### src/rtl/hbr_pkg.sv
package hbr_pkg;

    typedef enum logic [1:0] {
        ST_UNCFG = 2'd0,
        ST_IDLE  = 2'd1,
        ST_ARMED = 2'd2
    } seq_state_e;

    // bit 2: 16-bit bus, bit 1: non-multiplexed, bit 0: shift select
    typedef struct packed {
        logic wide;
        logic nonmux;
        logic shift;
    } bus_cfg_t;

    localparam int CCAR_IDX = 0;
    localparam int CMCR_IDX = 1;
    localparam int GEN_BASE = 2;
    localparam int RST_BIT  = 7;

endpackage

### src/rtl/hbr_addr_latch.sv
module hbr_addr_latch
    import hbr_pkg::*;
#(
    parameter int AW = 7
) (
    input  logic          clk,
    input  logic          rst_n,
    input  logic          as_i,
    input  logic [AW:0]   ad_i,
    input  bus_cfg_t      cfg_i,
    input  logic [AW-1:0] ptr_i,
    output logic [AW-1:0] eff_addr_o
);

    logic [AW-1:0] lat_q;

    always_ff @(posedge clk or negedge rst_n) begin
        if (!rst_n) begin
            lat_q <= '0;
        end else if (as_i) begin
            lat_q <= cfg_i.shift ? ad_i[AW:1] : ad_i[AW-1:0];
        end
    end

    assign eff_addr_o = cfg_i.nonmux ? ptr_i : lat_q;

endmodule

### src/rtl/hbr_seq.sv
module hbr_seq
    import hbr_pkg::*;
#(
    parameter int AW = 7
) (
    input  logic          clk,
    input  logic          rst_n,
    input  logic          wr_i,
    input  logic          rd_i,
    input  logic          dc_i,
    input  logic [AW-1:0] wdata_i,
    input  logic [AW-1:0] eff_addr_i,
    output seq_state_e    state_o,
    output bus_cfg_t      cfg_o,
    output logic [AW-1:0] ptr_o
);

    seq_state_e    state_q, state_d;
    bus_cfg_t      cfg_q;
    logic [AW-1:0] ptr_q;
    logic          cmd_acc, ccar_lo, ptr_load;

    assign cmd_acc  = (wr_i | rd_i) & ~dc_i;
    assign ccar_lo  = (eff_addr_i[AW-1:1] == '0) && (cfg_q.wide || !eff_addr_i[0]);
    assign ptr_load = wr_i & ~dc_i & ccar_lo & cfg_q.nonmux & (state_q != ST_UNCFG);

    // state register
    always_ff @(posedge clk or negedge rst_n) begin
        if (!rst_n) state_q <= ST_UNCFG;
        else        state_q <= state_d;
    end

    always_comb begin
        state_d = state_q;
        unique case (state_q)
            ST_UNCFG: if (wr_i)          state_d = ST_IDLE;
            ST_IDLE:  if (ptr_load)      state_d = ST_ARMED;
            ST_ARMED: if (ptr_load)      state_d = ST_ARMED;
                      else if (cmd_acc)  state_d = ST_IDLE;
            default:                     state_d = ST_UNCFG;
        endcase
    end

    // outputs: configuration and pointer
    always_ff @(posedge clk or negedge rst_n) begin
        if (!rst_n) begin
            cfg_q <= '0;
            ptr_q <= '0;
        end else begin
            if (state_q == ST_UNCFG && wr_i) cfg_q <= bus_cfg_t'(wdata_i[2:0]);
            if (ptr_load)                                ptr_q <= wdata_i;
            else if (state_q == ST_ARMED && cmd_acc)     ptr_q <= '0;
        end
    end

    assign state_o = state_q;
    assign cfg_o   = cfg_q;
    assign ptr_o   = ptr_q;

    p_cfg_frozen_r2: assert property (@(posedge clk) disable iff (!rst_n)
        (state_q != ST_UNCFG) |=> ($stable(cfg_q) && state_q != ST_UNCFG));

    p_dc_keeps_ptr_r7: assert property (@(posedge clk) disable iff (!rst_n)
        (state_q != ST_UNCFG && dc_i && (wr_i || rd_i)) |=> $stable(ptr_q));

    p_armed_read_clears_r6: assert property (@(posedge clk) disable iff (!rst_n)
        (state_q == ST_ARMED && !dc_i && rd_i) |=> (ptr_q == '0 && state_q == ST_IDLE));

    p_mux_no_ptr_r3: assert property (@(posedge clk) disable iff (!rst_n)
        (!cfg_q.nonmux) |-> (ptr_q == '0 && state_q != ST_ARMED));

endmodule

### src/rtl/hbr_regfile.sv
module hbr_regfile
    import hbr_pkg::*;
#(
    parameter int NUM_GEN = 4,
    parameter int DW      = 16,
    parameter int AW      = 7
) (
    input  logic          clk,
    input  logic          rst_n,
    input  logic          wr_i,
    input  logic          rd_i,
    input  logic          dc_i,
    input  logic          cfg_valid_i,
    input  logic          wide_i,
    input  logic [DW-1:0] wdata_i,
    input  logic [AW-1:0] eff_addr_i,
    input  logic [AW-1:0] ptr_i,
    input  logic [DW-1:0] rx_data_i,
    output logic [DW-1:0] rdata_o,
    output logic [DW-1:0] txd_o,
    output logic          tx_load_o,
    output logic          rx_take_o,
    output logic          chan_rst_o,
    output logic [DW-1:0] clk_sel_o
);

    localparam int BW = DW / 2;
    localparam int IW = AW - 1;

    logic [IW-1:0] idx;
    logic          bsel, we, we_lo, we_hi, rel_ok, tx_we;
    logic [DW-1:0] wval, rd_word, rd_fmt, cmcr_q;
    logic [BW-1:0] ccar_hi_q;
    logic          chan_rst_q;
    logic [NUM_GEN-1:0][DW-1:0] gen_w;

    assign idx    = eff_addr_i[AW-1:1];
    assign bsel   = eff_addr_i[0];
    assign we     = wr_i & ~dc_i & cfg_valid_i;
    assign we_lo  = wide_i | ~bsel;
    assign we_hi  = wide_i | bsel;
    assign wval   = wide_i ? wdata_i : {wdata_i[BW-1:0], wdata_i[BW-1:0]};
    assign rel_ok = wide_i ? (wdata_i == '0) : (wdata_i[BW-1:0] == '0);
    assign tx_we  = wr_i & dc_i & cfg_valid_i & ~chan_rst_q;

    function automatic logic [DW-1:0] lane_merge(input logic [DW-1:0] old,
                                                 input logic [DW-1:0] val,
                                                 input logic hi, input logic lo);
        return {hi ? val[DW-1:BW] : old[DW-1:BW], lo ? val[BW-1:0] : old[BW-1:0]};
    endfunction

    for (genvar g = 0; g < NUM_GEN; g++) begin : g_gen
        localparam logic [IW-1:0] MY_IDX = IW'(GEN_BASE + g);
        logic [DW-1:0] r_q;
        always_ff @(posedge clk or negedge rst_n) begin
            if (!rst_n)                  r_q <= '0;
            else if (chan_rst_q)         r_q <= '0;
            else if (we && idx == MY_IDX) r_q <= lane_merge(r_q, wval, we_hi, we_lo);
        end
        assign gen_w[g] = r_q;
    end

    always_ff @(posedge clk or negedge rst_n) begin
        if (!rst_n) begin
            cmcr_q     <= '0;
            ccar_hi_q  <= '0;
            chan_rst_q <= 1'b0;
        end else begin
            if (chan_rst_q)
                cmcr_q <= '0;
            else if (we && idx == IW'(CMCR_IDX))
                cmcr_q <= lane_merge(cmcr_q, wval, we_hi, we_lo);
            if (we && idx == IW'(CCAR_IDX)) begin
                if (we_hi) ccar_hi_q <= wval[DW-1:BW];
                if (we_lo) begin
                    if (wval[RST_BIT]) chan_rst_q <= 1'b1;
                    else if (rel_ok)   chan_rst_q <= 1'b0;
                end
            end
        end
    end

    always_comb begin
        rd_word = '0;
        if (idx == IW'(CCAR_IDX)) rd_word = {ccar_hi_q, chan_rst_q, ptr_i[BW-2:0]};
        if (idx == IW'(CMCR_IDX)) rd_word = cmcr_q;
        for (int k = 0; k < NUM_GEN; k++) begin
            if (idx == IW'(GEN_BASE + k)) rd_word = gen_w[k];
        end
        if (wide_i)    rd_fmt = rd_word;
        else if (bsel) rd_fmt = DW'(rd_word[DW-1:BW]);
        else           rd_fmt = DW'(rd_word[BW-1:0]);
    end

    always_ff @(posedge clk or negedge rst_n) begin
        if (!rst_n) begin
            rdata_o   <= '0;
            txd_o     <= '0;
            tx_load_o <= 1'b0;
            rx_take_o <= 1'b0;
        end else begin
            tx_load_o <= tx_we;
            rx_take_o <= rd_i & dc_i & cfg_valid_i;
            if (tx_we) txd_o <= wide_i ? wdata_i : DW'(wdata_i[BW-1:0]);
            if (rd_i) begin
                if (!cfg_valid_i) rdata_o <= '0;
                else if (dc_i)    rdata_o <= wide_i ? rx_data_i : DW'(rx_data_i[BW-1:0]);
                else              rdata_o <= rd_fmt;
            end
        end
    end

    assign chan_rst_o = chan_rst_q;
    assign clk_sel_o  = cmcr_q;

    p_tx_cause_r5: assert property (@(posedge clk) disable iff (!rst_n)
        tx_load_o |-> $past(wr_i && dc_i));

    p_rx_cause_r5: assert property (@(posedge clk) disable iff (!rst_n)
        rx_take_o |-> $past(rd_i && dc_i));

    p_rst_hold_r8: assert property (@(posedge clk) disable iff (!rst_n)
        chan_rst_q |=> (clk_sel_o == '0 && !tx_load_o));

    p_release_r9: assert property (@(posedge clk) disable iff (!rst_n)
        $fell(chan_rst_q) |-> $past(wr_i && !dc_i && idx == IW'(CCAR_IDX)));

endmodule

### src/rtl/hbr_host_front.sv
module hbr_host_front
    import hbr_pkg::*;
#(
    parameter int NUM_GEN = 4,
    parameter int DW      = 16,
    parameter int AW      = 7
) (
    input  logic          clk,
    input  logic          rst_n,
    input  logic          as_i,
    input  logic          wr_i,
    input  logic          rd_i,
    input  logic          dc_i,
    input  logic [DW-1:0] ad_i,
    input  logic [DW-1:0] rx_data_i,
    output logic [DW-1:0] rdata_o,
    output logic [DW-1:0] txd_o,
    output logic          tx_load_o,
    output logic          rx_take_o,
    output logic          chan_rst_o,
    output logic [DW-1:0] clk_sel_o
);

    seq_state_e    state;
    bus_cfg_t      cfg;
    logic [AW-1:0] ptr, eff_addr;

    hbr_addr_latch #(.AW(AW)) u_addr (
        .clk        (clk),
        .rst_n      (rst_n),
        .as_i       (as_i),
        .ad_i       (ad_i[AW:0]),
        .cfg_i      (cfg),
        .ptr_i      (ptr),
        .eff_addr_o (eff_addr)
    );

    hbr_seq #(.AW(AW)) u_seq (
        .clk        (clk),
        .rst_n      (rst_n),
        .wr_i       (wr_i),
        .rd_i       (rd_i),
        .dc_i       (dc_i),
        .wdata_i    (ad_i[AW-1:0]),
        .eff_addr_i (eff_addr),
        .state_o    (state),
        .cfg_o      (cfg),
        .ptr_o      (ptr)
    );

    hbr_regfile #(.NUM_GEN(NUM_GEN), .DW(DW), .AW(AW)) u_regs (
        .clk         (clk),
        .rst_n       (rst_n),
        .wr_i        (wr_i),
        .rd_i        (rd_i),
        .dc_i        (dc_i),
        .cfg_valid_i (state != ST_UNCFG),
        .wide_i      (cfg.wide),
        .wdata_i     (ad_i),
        .eff_addr_i  (eff_addr),
        .ptr_i       (ptr),
        .rx_data_i   (rx_data_i),
        .rdata_o     (rdata_o),
        .txd_o       (txd_o),
        .tx_load_o   (tx_load_o),
        .rx_take_o   (rx_take_o),
        .chan_rst_o  (chan_rst_o),
        .clk_sel_o   (clk_sel_o)
    );

endmodule

### config.mk
export PLATFORM = sky130hd
export DESIGN_NAME = hbr_host_front
export DESIGN_NICKNAME = d
export VERILOG_FILES = /design/src/rtl/hbr_pkg.sv /design/src/rtl/hbr_addr_latch.sv /design/src/rtl/hbr_seq.sv /design/src/rtl/hbr_regfile.sv /design/src/rtl/hbr_host_front.sv
export SDC_FILE = /design/constraint.sdc
export NUM_CORES = 1
export LEC_CHECK = 0
export BUFFER_PORTS_ARGS = -buffer_cell sky130_fd_sc_hd__buf_2
export CELL_PAD_IN_SITES_DETAIL_PLACEMENT = 1
export CELL_PAD_IN_SITES_GLOBAL_PLACEMENT = 2
export CORE_UTILIZATION = 42
export CTS_BUF_LIST = sky130_fd_sc_hd__clkbuf_8
export DETAILED_ROUTE_END_ITERATION = 16
export GPL_TIMING_DRIVEN = 0
export HOLD_SLACK_MARGIN = 0.12
export PLACE_DENSITY = 0.95
export SYNTH_ARGS = -nofsm -noshare
export SYNTH_HDL_FRONTEND = slang
export SYNTH_SLANG_ARGS = --single-unit
### constraint.sdc
create_clock -name clk -period 3.5 [get_ports clk]
set_input_delay 0.175 -clock clk [delete_from_list [all_inputs] [get_ports clk]]
set_output_delay 0.175 -clock clk [all_outputs]
set_load 0.05 [all_outputs]
# After elaboration in Yosys (flattened, before gate mapping)
# Cells that the tools add are included.
# Widths: inputs -> output; s select.
totals:
  register_bits: 142
  latch_bits: 0
  mem_bits_rw: 0
  rom_bits: 0
  inputBits: 38
  output_inout_bits: 51
  memories: 0
op_classes:
  n_addsub: 0
  mul: 0
  div: 0
  magnitude_cmp: 0
  eq_ne: 10
  shift: 0
  n_mux: 37
  n_bitwise: 17
  n_reduce_logical: 38
op_table:
  columns: ["op", "n"]
  rows:
  - ["$mux 16", 22]
  - ["$mux 7", 4]
  - ["$mux 8", 3]
  - ["$reduce_and 2->1", 11]
  - ["$reduce_bool 2->1", 10]
  - ["$logic_not 16->1", 1]
  - ["$eq 6x2->1 const B", 2]
  - ["$eq 6x3->1 const B", 2]
  - ["$and 1x1->1", 11]
  - ["$logic_and 1x1->1", 9]
  - ["$logic_not 8->1", 1]
  - ["$mux 2", 4]
  - ["$eq 6x1->1 const B", 1]
  - ["$logic_not 6->1", 1]
  - ["$pmux 2 s3", 1]
  - ["$reduce_and 3->1", 2]
  - ["$mux 1", 3]
  - ["$ne 3x1->1 const B", 1]
  - ["$not 1->1", 3]
  - ["$or 1x1->1", 3]
  - ["$eq 2x1->1 const B", 1]
  - ["$eq 2x2->1 const B", 1]
  - ["$logic_not 2->1", 1]
  - ["$ne 2x1->1 const B", 1]
  - ["other kinds (3)", 3]

# Logic depth before layout (Yosys ltp)
logic_depth:
  depth_word: 12
  ltp_mapped: 9
  depth_no_buf: 6

# Cells and area by module
# From an unflattened synthesis, not the netlist that was laid out.
unflattened:
  hier_cells: 662
  area_unflattened_um2: 7005.5
modules_own_cells:
  columns: ["module", "n_inst", "cells_per_inst", "area_per_inst_um2", "seq_area_each_um2"]
  rows:
  - ["hbr_regfile", 1, 574, 5964.5, 3078.0]
  - ["hbr_seq", 1, 49, 589.3, 300.3]
  - ["hbr_addr_latch", 1, 38, 445.4, 175.2]
  - ["hbr_host_front", 1, 1, 6.3, 0.0]

# Worst setup path after synthesis
# Ideal clock, no wire load.
synth_path:
  path_type: "reg2reg"
  from: "register u_seq.cfg_q, in the netlist u_seq.cfg_o[1]"
  to: "register u_regs.rdata_o[2]"
  setup_time_ps: 152
  arrival_time_ps: 2022
  path_slack_ps: 1326
  path_stages_with_launch: 9
  path_buffers: 2
  path_cell_list: "dfrtp_1 buf_6 mux2i_1 buf_2 mux2_1 a222oi_1 o22ai_1 o31ai_1 a31oi_1"
synth_via:
  elab_chain_len: 12
  word_cells_on_any_way: 17
synth_rtl:
  columns: ["item", "line_no", "source"]
  rows:
  - ["start: declaration", "hbr_seq.sv:19", "bus_cfg_t cfg_q;"]
  - ["start signal: assignment", "hbr_seq.sv:50", "if (state_q == ST_UNCFG && wr_i) cfg_q <= bus_cfg_t'(wdata_i[2:0]);"]
  - ["$mux 7 *", "hbr_addr_latch.sv:25", "assign eff_addr_o = cfg_i.nonmux ? ptr_i : lat_q;"]
  - ["$logic_not 6->1", "hbr_regfile.sv:85", "if (idx == IW'(CCAR_IDX)) rd_word = {ccar_hi_q, chan_rst_q, ptr_i[BW-2:0]};"]
  - ["$mux 16", "hbr_regfile.sv:85", null]
  - ["$mux 16", "hbr_regfile.sv:86", "if (idx == IW'(CMCR_IDX)) rd_word = cmcr_q;"]
  - ["$mux 16 (4 in a row)", "hbr_regfile.sv:88", "if (idx == IW'(GEN_BASE + k)) rd_word = gen_w[k];"]
  - ["$mux 8", "hbr_regfile.sv:91", "else if (bsel) rd_fmt = DW'(rd_word[DW-1:BW]);"]
  - ["$mux 16 *", "hbr_regfile.sv:90", "if (wide_i) rd_fmt = rd_word;"]
  - ["$mux 16 *", "hbr_regfile.sv:107", "else if (dc_i) rdata_o <= wide_i ? rx_data_i : DW'(rx_data_i[BW-1:0]);"]
  - ["$mux 16 *", "hbr_regfile.sv:106", "if (!cfg_valid_i) rdata_o <= '0;"]
  - ["end signal: assignment", "hbr_regfile.sv:107", null]
  - ["end signal: assignment", "hbr_regfile.sv:108", "else rdata_o <= rd_fmt;"]
  - ["end: declaration", "hbr_regfile.sv:19", "output logic [DW-1:0] rdata_o,"]
# Every way passes the cells marked *; elsewhere a longest branch is shown, timed or not.
# A chain may end at the register's enable or synchronous reset.

# Final worst setup path
layout_path:
  from: "register u_seq.cfg_q, in the netlist u_seq.cfg_o[1]"
  to: "register u_regs.rdata_o[1]"
# The elaborated chain is that of the path after synthesis.

==> impl_metrics.tcl <==
set metrics [dict create \
    status "finished, final reports clean" \
    syn_nets 674 \
    root_buffer "clkbuf_8" \
    slew_violations 0 \
    hold_violations 0 \
    fmax_mhz 301 \
    numCtsBuffers 17 \
    die_x_um 131 \
    cts_resized 0 \
    drive_gt1_frac 0.305 \
    critical_path_class "reg2reg" \
    final_nets 813 \
    clock_latency_ps 460 \
    synth_cells 636 \
    crit_chain "nor3b_2, o22ai_2, nor2_2, a221o_1, nor2b_1, o32ai_1, dlygate4sd3_1" \
    fin_skew_ps 14.6 \
    tightest_slew_ps 867 \
    grt.total_usage 0.289 \
    fin_total_pwr_w 0.00519 \
    wl_um 23300 \
    vias 6036 \
    antenna_found_initial 0 \
    hp-class "in2reg" \
    fill_cells 1762 \
    die_area_um2 17100 \
    ctsHoldBuffers 31 \
    cts.reportedPaths.clkPinSlew_ps 80 \
    tritoncts "yes" \
    cts.sinks 142 \
    start_util 0.434 \
    r2r_cells 7 \
    die_h_um 131 \
    drc_errors 0 \
    setup_violations 0 \
    overflow 0 \
    synthMuxAreaShare 0.164 \
    startpoint_type "flop" \
    synth-compound-area-share 0.181 \
    synth.avg_cell_area_um2 10.9 \
    layout_common_cells "142 x dfrtp_1, 101 x nand2_1, 95 x buf_2" \
    synth_fa_ha_area_frac 0 \
    ant_nets 0 \
    hpwlAfterDp_um 16800 \
    drt_iter0_drc 412 \
    post_drt_via_cell_ratio 6.01 \
    regToRegEndpoint "u_regs.rdata_o[1]" \
    ys_warn_count 0 \
    rsz0062_at_grt "no" \
    yosys.area.top_type_share 0.510 \
    critPathMaxStageDelay_ps 600 \
    ir_worst_vdd_mv 0.221 \
    crit_fanout 9 \
    worstPathRequired_ps 3910 \
    min_period_ps 3320 \
    numPortBuffers 88 \
    ys_seq_area_frac 0.510 \
    crit_slowest_cell "dlygate4sd3_1" \
    grt_pass1_vias 6407 \
    pin_count 89 \
    min_from "rx_data_i[14]" \
    syn_area_um2 6960 \
    area_growth_pct 22.9 \
    dr.pass1.iters 5 \
    fin_crit_sh 0.949 \
    fin_setup_tns_ps 0 \
    synth.distinct_cells 67 \
    synth_area_leader_cell "dfrtp_1" \
    synth-xor-area-share 0 \
    netlist_top_cells_area "dfrtp_1 51%, mux2_2 14%, nand2_1 5.4%" \
    p_leak_nw 3.97 \
    powerDensity_nw_per_um2 606 \
    core_area_um2 16100 \
    synth_top_family_by_area "compound AO/OA/AOI/OAI gates" \
    synthArstFlopShare 1.00 \
    grt_pass1_wl_um 36100 \
    wl_per_cell_um 23.2 \
    r2r_setup_slack_ps 180 \
    min_path_cells 4 \
    postCtsSetupBuffers 0 \
    rows 46 \
    ys_ff_latch 142 \
    yosys.area_share.simple 0.122 \
    htreeDepth 4 \
    slew_headroom 0.405 \
    synth_ff_type "dfrtp_1" \
    hold_path_end "u_regs.rdata_o[14]" \
    synth_edf_count 0 \
    r2r-start "u_seq.cfg_o[1]" \
    grt_start_max_net_pins 83 \
    diodes 0 \
    drv_cap 0 \
    gp_congestion 0.875 \
    layout_commonest_cell "dfrtp_1" \
    cp.arrival_ps 3730 \
    end_kind "flop" \
    max-clock-path-buffers 2 \
]
registers in the layout, indices dropped and copies added (netlist names):
register           cells
u_regs.tx_load_o       1
u_regs.rdata_o        16
u_seq.ptr_o            7
u_regs.g_gen.r_q      64
u_regs.ccar_hi_q       8
u_seq.cfg_o            3
u_regs.clk_sel_o      16
u_seq.state_o          2
u_regs.chan_rst_o      1
u_regs.txd_o          16
u_addr.lat_q           7
u_regs.rx_take_o       1
kinds of logic after synthesis:
kind of cell,after synthesis
compound gates,170
buf+inv,37
flops,142
mux,103
simple gates,184
critical path, delay by kind of cell, from the launching register on:
kind            cells  cell delay [ps]
compound gates      3             1020
buf+inv             1              600
flops               1              530
simple gates        3             1120
worst max path at each step:
stage                         startpoint                     end  cells past startpoint
final                     u_seq.cfg_o[1]       u_regs.rdata_o[1]                      7
after global placement             rst_n       u_regs.rdata_o[7]                      1
after floorplan           u_seq.cfg_o[1]       u_regs.rdata_o[2]                      8
after global routing      u_seq.cfg_o[1]       u_regs.rdata_o[1]                      7
after detailed placement  u_seq.cfg_o[1]  u_regs.g_gen[1].r_q[5]                      6
after CTS                 u_seq.cfg_o[1]       u_regs.rdata_o[1]                      7
where the power goes:
part           internal (W)  leakage, nW  total [W]  switching, W
sequential          0.00199         1.86    0.00223      0.000236
clock               0.00112        0.270    0.00175      0.000631
combinational      0.000458         1.84    0.00121      0.000756
total               0.00357         3.97    0.00519       0.00162
cells in the mapped netlist (all sizes together), types with 10 or more instances:
library cell / count
mux2: 87
clkbuf: 20
a22o: 13
nor2: 35
nor2b: 11
a21oi: 35
dfrtp: 142
nand2: 101
mux2i: 16
buf: 10
a22oi: 16
o21ai: 34
per-layer routing:
metal  track usage  part of all wire  vias to the layer above
met5             0                 0                        -
met4         0.119             0.027                        0
met3        0.0562             0.063                       61
met2         0.477              0.48                      263
met1         0.374              0.43                     3095
li1              -                 -                     2617
stage by stage:
step | instances | hold WS [ps] | utilization | instance area [µm²] | setup WS [ps]
floorplan | 636 | -121 | - | 6960 | 1330
CTS | 1004 | 123 | 0.533 | 8550 | 345
detailed placement | 941 | 200 | 0.480 | 7710 | 628
global route | 1004 | 159 | 0.533 | 8550 | 87.3
global placement | 940 | 424 | 0.478 | 7670 | 324
finish | 1004 | 129 | 0.533 | 8550 | 179
cell type report:
type                       instances  area (µm²)  area share
clock inverter                    12         262      0.0306
tap                              216         270      0.0316
buffer                            30         131      0.0154
clock buffer                      20         275      0.0322
sequential                       142        3550       0.415
inverter                           7        26.3     0.00307
multi-input combinational        457        3250       0.380
timing repair buffer             120         785      0.0917
No activity file was read; power rests on OpenSTA's default activity.
